### src/rtl/stat_irq_pkg.sv
package stat_irq_pkg;
  localparam int REG_W   = 8;
  localparam int NUM_SRC = 6;
  // positions 1..NUM_SRC hold sticky event flags
  localparam logic [REG_W-1:0] SRC_BITS  = 8'b0111_1110;
  localparam logic [REG_W-1:0] MASK_BITS = 8'b0111_1111;

  // place the event vector on its status positions
  function automatic logic [REG_W-1:0] ev_to_pos(input logic [NUM_SRC-1:0] ev);
    return {1'b0, ev, 1'b0};
  endfunction

  // pending request: global enable and any enabled set flag
  function automatic logic irq_pending(input logic [REG_W-1:0] mask,
                                       input logic [REG_W-1:0] flags);
    return mask[0] & (|(mask & flags & SRC_BITS));
  endfunction
endpackage

### src/rtl/stat_flag_bank.sv
module stat_flag_bank #(
  parameter int W = 8,
  parameter logic [W-1:0] STICKY = '1
) (
  input  logic         clk,
  input  logic         rst_n,
  input  logic [W-1:0] set_i,
  input  logic [W-1:0] clr_i,
  output logic [W-1:0] q_o
);
  for (genvar g = 0; g < W; g++) begin : g_bit
    if (STICKY[g]) begin : g_flop
      always_ff @(posedge clk or negedge rst_n) begin
        if (!rst_n) q_o[g] <= 1'b0;
        else        q_o[g] <= set_i[g] | (q_o[g] & ~clr_i[g]);
      end
    end else begin : g_none
      assign q_o[g] = 1'b0;
    end
  end

  // a set flag only falls when it was cleared
  assert_flag_sticky_R4: assert property (@(posedge clk) disable iff (!rst_n)
    (($past(q_o) & ~$past(clr_i) & ~q_o) == '0));
  // an event always leaves its flag set
  assert_event_sets_R5: assert property (@(posedge clk) disable iff (!rst_n)
    (($past(set_i) & STICKY & ~q_o) == '0));
endmodule

### src/rtl/stat_irq_eval.sv
module stat_irq_eval
  import stat_irq_pkg::*;
(
  input  logic             clk,
  input  logic             rst_n,
  input  logic             mask_wr_i,
  input  logic [REG_W-1:0] wdata_i,
  input  logic [REG_W-1:0] flags_i,
  output logic [REG_W-1:0] mask_o,
  output logic             irq_o
);
  logic [REG_W-1:0] mask_q;
  logic             irq_q;

  always_ff @(posedge clk or negedge rst_n) begin
    if (!rst_n) begin
      mask_q <= '0;
      irq_q  <= 1'b0;
    end else begin
      if (mask_wr_i) mask_q <= wdata_i & MASK_BITS;
      irq_q <= irq_pending(mask_q, flags_i);
    end
  end

  assign mask_o = mask_q;
  assign irq_o  = irq_q;

  // no request without the global enable one cycle earlier
  assert_global_gate_R7: assert property (@(posedge clk) disable iff (!rst_n)
    !mask_q[0] |=> !irq_q);
  // a request needs some flag set in the previous cycle
  assert_irq_needs_flag_R7: assert property (@(posedge clk) disable iff (!rst_n)
    irq_q |-> $past(|flags_i));
endmodule

### src/rtl/stat_cc_gen.sv
module stat_cc_gen #(
  parameter int PULSE_LEN = 4
) (
  input  logic clk,
  input  logic rst_n,
  input  logic cap_i,
  input  logic run_i,
  input  logic level_i,
  output logic cc_o
);
  localparam int CNT_W = $clog2(PULSE_LEN + 1);

  logic [CNT_W-1:0] cnt_q;
  logic             run_q;
  logic             pulse_act;

  always_ff @(posedge clk or negedge rst_n) begin
    if (!rst_n) begin
      cnt_q <= '0;
      run_q <= 1'b0;
    end else begin
      run_q <= run_i;
      if (cap_i)              cnt_q <= CNT_W'(PULSE_LEN);
      else if (cnt_q != '0)   cnt_q <= cnt_q - 1'b1;
    end
  end

  assign pulse_act = (cnt_q != '0);
  assign cc_o      = level_i ? run_q : pulse_act;

  // a pulse only starts from a capture-done event
  assert_pulse_start_R10: assert property (@(posedge clk) disable iff (!rst_n)
    $rose(pulse_act) |-> $past(cap_i));
  // the level copy follows run one cycle late
  assert_level_follow_R11: assert property (@(posedge clk) disable iff (!rst_n)
    $rose(run_q) |-> $past(run_i));
endmodule

### src/rtl/stat_irq_ctrl.sv
module stat_irq_ctrl
  import stat_irq_pkg::*;
#(
  parameter int PULSE_LEN = 4
) (
  input  logic               clk,
  input  logic               rst_n,
  input  logic [NUM_SRC-1:0] ev_i,
  input  logic               run_i,
  input  logic               stat_wr_i,
  input  logic               mask_wr_i,
  input  logic [REG_W-1:0]   wdata_i,
  input  logic               cc_sel_i,
  input  logic               pull_dis_i,
  input  logic               cc_level_i,
  output logic [REG_W-1:0]   stat_rd_o,
  output logic [REG_W-1:0]   mask_rd_o,
  output logic               pin_o,
  output logic               pin_oe_o
);
  logic [REG_W-1:0] ev_pos;
  logic [REG_W-1:0] clr_pos;
  logic [REG_W-1:0] flags;
  logic             irq_act;
  logic             cc_act;

  assign ev_pos  = ev_to_pos(ev_i);
  assign clr_pos = {REG_W{stat_wr_i}} & wdata_i;

  stat_flag_bank #(.W(REG_W), .STICKY(SRC_BITS)) u_flags (
    .clk   (clk),
    .rst_n (rst_n),
    .set_i (ev_pos),
    .clr_i (clr_pos),
    .q_o   (flags)
  );

  stat_irq_eval u_irq (
    .clk       (clk),
    .rst_n     (rst_n),
    .mask_wr_i (mask_wr_i),
    .wdata_i   (wdata_i),
    .flags_i   (flags),
    .mask_o    (mask_rd_o),
    .irq_o     (irq_act)
  );

  stat_cc_gen #(.PULSE_LEN(PULSE_LEN)) u_cc (
    .clk     (clk),
    .rst_n   (rst_n),
    .cap_i   (ev_i[2]),
    .run_i   (run_i),
    .level_i (cc_level_i),
    .cc_o    (cc_act)
  );

  assign stat_rd_o = flags | {{(REG_W-1){1'b0}}, run_i};

  always_comb begin
    if (cc_sel_i) begin
      pin_o    = ~cc_act;
      pin_oe_o = 1'b1;
    end else begin
      pin_o    = ~irq_act;
      pin_oe_o = irq_act | ~pull_dis_i;
    end
  end

  // a low pin is always actively driven
  assert_low_is_driven_R9: assert property (@(posedge clk) disable iff (!rst_n)
    !pin_o |-> pin_oe_o);
  // reserved status position never reads 1
  assert_rsvd_zero_R2: assert property (@(posedge clk) disable iff (!rst_n)
    !stat_rd_o[REG_W-1]);
endmodule

### config.mk
export PLATFORM = sky130hd
export DESIGN_NAME = stat_irq_ctrl
export DESIGN_NICKNAME = d
export VERILOG_FILES = /design/src/rtl/stat_irq_pkg.sv /design/src/rtl/stat_flag_bank.sv /design/src/rtl/stat_irq_eval.sv /design/src/rtl/stat_cc_gen.sv /design/src/rtl/stat_irq_ctrl.sv
export SDC_FILE = /design/constraint.sdc
export NUM_CORES = 1
export LEC_CHECK = 0
export CORE_AREA = 8 8 45 47
export CTS_BUF_LIST = sky130_fd_sc_hd__clkbuf_4 sky130_fd_sc_hd__clkbuf_8
export CTS_CLUSTER_SIZE = 24
export DETAILED_ROUTE_END_ITERATION = 6
export DIE_AREA = 0 0 53 55
export DONT_BUFFER_PORTS = 1
export PLACE_DENSITY = 0.77
export SLEW_MARGIN = 10
export SYNTH_ARGS = -nofsm -noshare
export SYNTH_HDL_FRONTEND = slang
export SYNTH_SLANG_ARGS = --single-unit
### constraint.sdc
create_clock -name clk -period 1.55 [get_ports clk]
set_input_delay 0 -clock clk [delete_from_list [all_inputs] [get_ports clk]]
set_output_delay 0 -clock clk [all_outputs]
set_load 0.01 [all_outputs]
==> metrics.txt <==
status complete, no violations; proportion of netlist area held by the largest area contributor 0.582; # DRC 0; pin count of the biggest net entering global routing 19; Port Buf Inserts 0; Seq cells post-synth 18; diode count 0; synthesized area 774 sq um; # Max-Cap Violations 0; DR iter-0 viols 4; register area share after synthesis 0.582; Worst setup SP type flop; die area 2920 sq um; DRT Pass-1 Iters 4; Die W 53 um; fin crit share 0.949; Cells after Synth 63; post-layout util 0.763; PwrDens 1110 nW/um^2; commonest cells after routing, fill and taps aside dlygate4sd3_1, dfrtp_1, nand2_1, mux2_2, a21o_1; worst slew pin tran about 0.76 ns; DR vias 554; CTS clk-pin slew, worst paths 0.10 ns; top post-synthesis cells by area dfrtp_1, mux2_2, a21o_1; CTS Sinks 18; FF-to-FF setup slack 0.25 ns; Die Ht 55 um; Area Growth Syn to Fin 36.3%; Hold Path Class in -> out; FF-to-FF Start u_flags.q_o[6]; Fill cells 103; synthesized area per cell 12.3 sq um; Placed Cells 76; # setup viols final 0; post-detail-place hpwl between 1 and 1.5 mm; WP data required 1.55 ns; Worst Skew 0.00539 ns; clk buf depth 2; num rows 14; TritonCTS clock tree built; most common cell after layout, fill and taps aside dlygate4sd3_1; total CTS buffers 3; Total GRT Usage 0.143; first-pass GRT wire length 3.02 mm; top achievable clock speed 0.680 GHz; Hold EP stat_rd_o[0]; Initial Util 0.560; CTS Root Buffer Type clkbuf_4; crit end category output pin; routability cong. ~0.69; drt wl/cell about 19 um; crit-path max FO 4; nets 113; top cell type by total area after synthesis dfrtp_1; Max IR drop VDD 0.680 mV; Worst R2R Path Depth 2; critical path data arrival time 1.47 ns; Fin. Hold Viols 0; Worst R2R End u_flags.q_o[6]; number of global-route vias before repair 664; hold depth 0; Ports 40; final wirelength around 1.9 mm; total grt overflow 0; Slew Viols, Final 0; critical path class reg -> out; yosys warns 0; post-layout minimum cycle time 1.47 ns; Leak around 0.45 nW; layout cells sized above 1 0.172; Synth cell types 20; H-tree levels 1; Core Area 1380 sq um; Final ANT Viol Nets 0; non-filler cells, final 103; hold_sp run_i; Relative slew margins 0.489; Skew-Pair Late Insertion Delay roughly 0.28 ns; initial antenna violation count 0; vias per cell ~5.4
[cells by family (layout without fill, tap and decap cells)]
| group | after synthesis | in the layout | synth area share |
|---|---|---|---|
| AOI/OAI and AO/OA | 14 | 14 | 0.128 |
| xor gates and xnor gates | 1 | 1 | 0.0113 |
| adders and majority gates | 2 | 2 | 0.0323 |
| buffers and inverters | 8 | 31 | 0.0549 |
| DFF | 18 | 18 | 0.582 |
| muxes | 8 | 8 | 0.115 |
| other | 1 | 2 | 0.00484 |
| and+or+nand+nor | 11 | 11 | 0.0727 |
[registers in the layout (all words and copies together), names as in the netlist]
| register | cells |
|---|---|
| u_irq.mask_o | 7 |
| u_cc.cnt_q | 3 |
| u_cc.run_q | 1 |
| u_flags.q_o | 6 |
| u_irq.irq_o | 1 |
[layout make-up]
class                           count  area [sq um]  share of cell area
Tap cell                           16          20.0              0.0190
Inverter                            4          15.0              0.0142
Sequential cell                    18           450               0.427
Multi-Input combinational cell     38           310               0.294
Timing Repair Buffer               24           238               0.225
Clock buffer                        3          22.5              0.0213
[worst max-delay path by stage]
stage,from,to,slack (ns),cells past startpoint
6_report,u_cc.cnt_q[0],pin_o,0.08,5
5_1_grt,u_cc.cnt_q[0],pin_o,-0.007,5
4_1_cts,u_cc.cnt_q[0],pin_o,0.02,5
3_5_place_dp,u_cc.cnt_q[0],pin_o,0.27,5
3_3_place_gp,u_cc.cnt_q[0],pin_o,0.29,5
2_1_floorplan,u_cc.cnt_q[0],pin_o,0.36,5
[stage by stage]
step	total power, mW	hold WS (ns)	setup slack, ns	TNS [ns]	instance area, sq um
after floorplan	0.791	-0.296	0.358	0	778
final	1.17	0.000673	0.0784	0	1060
after global placement	0.812	-0.295	0.293	0	771
after CTS	1.11	0.000447	0.0214	0	1040
after global routing	1.25	0.000439	-0.00750	-0.00750	1060
after detailed placement	0.828	-0.295	0.273	0	771
[synthesized netlist by cell type]
library cell and count:
nand2_1 7, nand2b_4 1, or3b_2 1, a21oi_1 1
mux2i_1 1, a211oi_1 1, xnor2_1 1, ha_1 2
mux2_2 7, buf_4 3, a22oi_1 3, buf_2 1
nor2_1 2, o31ai_1 1, a31oi_1 1, conb_1 1
a21o_1 6, inv_1 4, dfrtp_1 18, o21ai_0 1
[power by group]
| part | internal [mW] | total, mW | switching, mW |
|---|---|---|---|
| Clock | 0.0901 | 0.219 | 0.129 |
| Combinational | 0.195 | 0.350 | 0.155 |
| Sequential | 0.535 | 0.599 | 0.0644 |
[worst max-delay path: stages, from the launching register on]
cell and delay (ns):
dfrtp_1 0.39, inv_1 0.11, ha_4 0.16, nand2b_4 0.07, mux2_2 0.28, mux2i_4 0.17
[metal layers]
layer  global-route usage  part of all wire  vias to the layer above  wire length [um]
met5                    0                 0                        -                 0
met4               0.0388            0.0052                        0                10
met3               0.0695              0.10                        2               196
met2                0.281              0.58                       19              1120
met1                0.124              0.31                      274               599
li1                     -                 -                      259                 -
[timing repair]
action / CTS / global route
hold buffers: 23 / 0
endpoints found under the hold margin: 35 / 0
gates resized for setup: 2 / 2
setup buffers: 0 / 1
setup endpoints to repair: 1 / 1
pin swaps: 0 / 1
No activity file was read; power rests on OpenSTA's default activity.
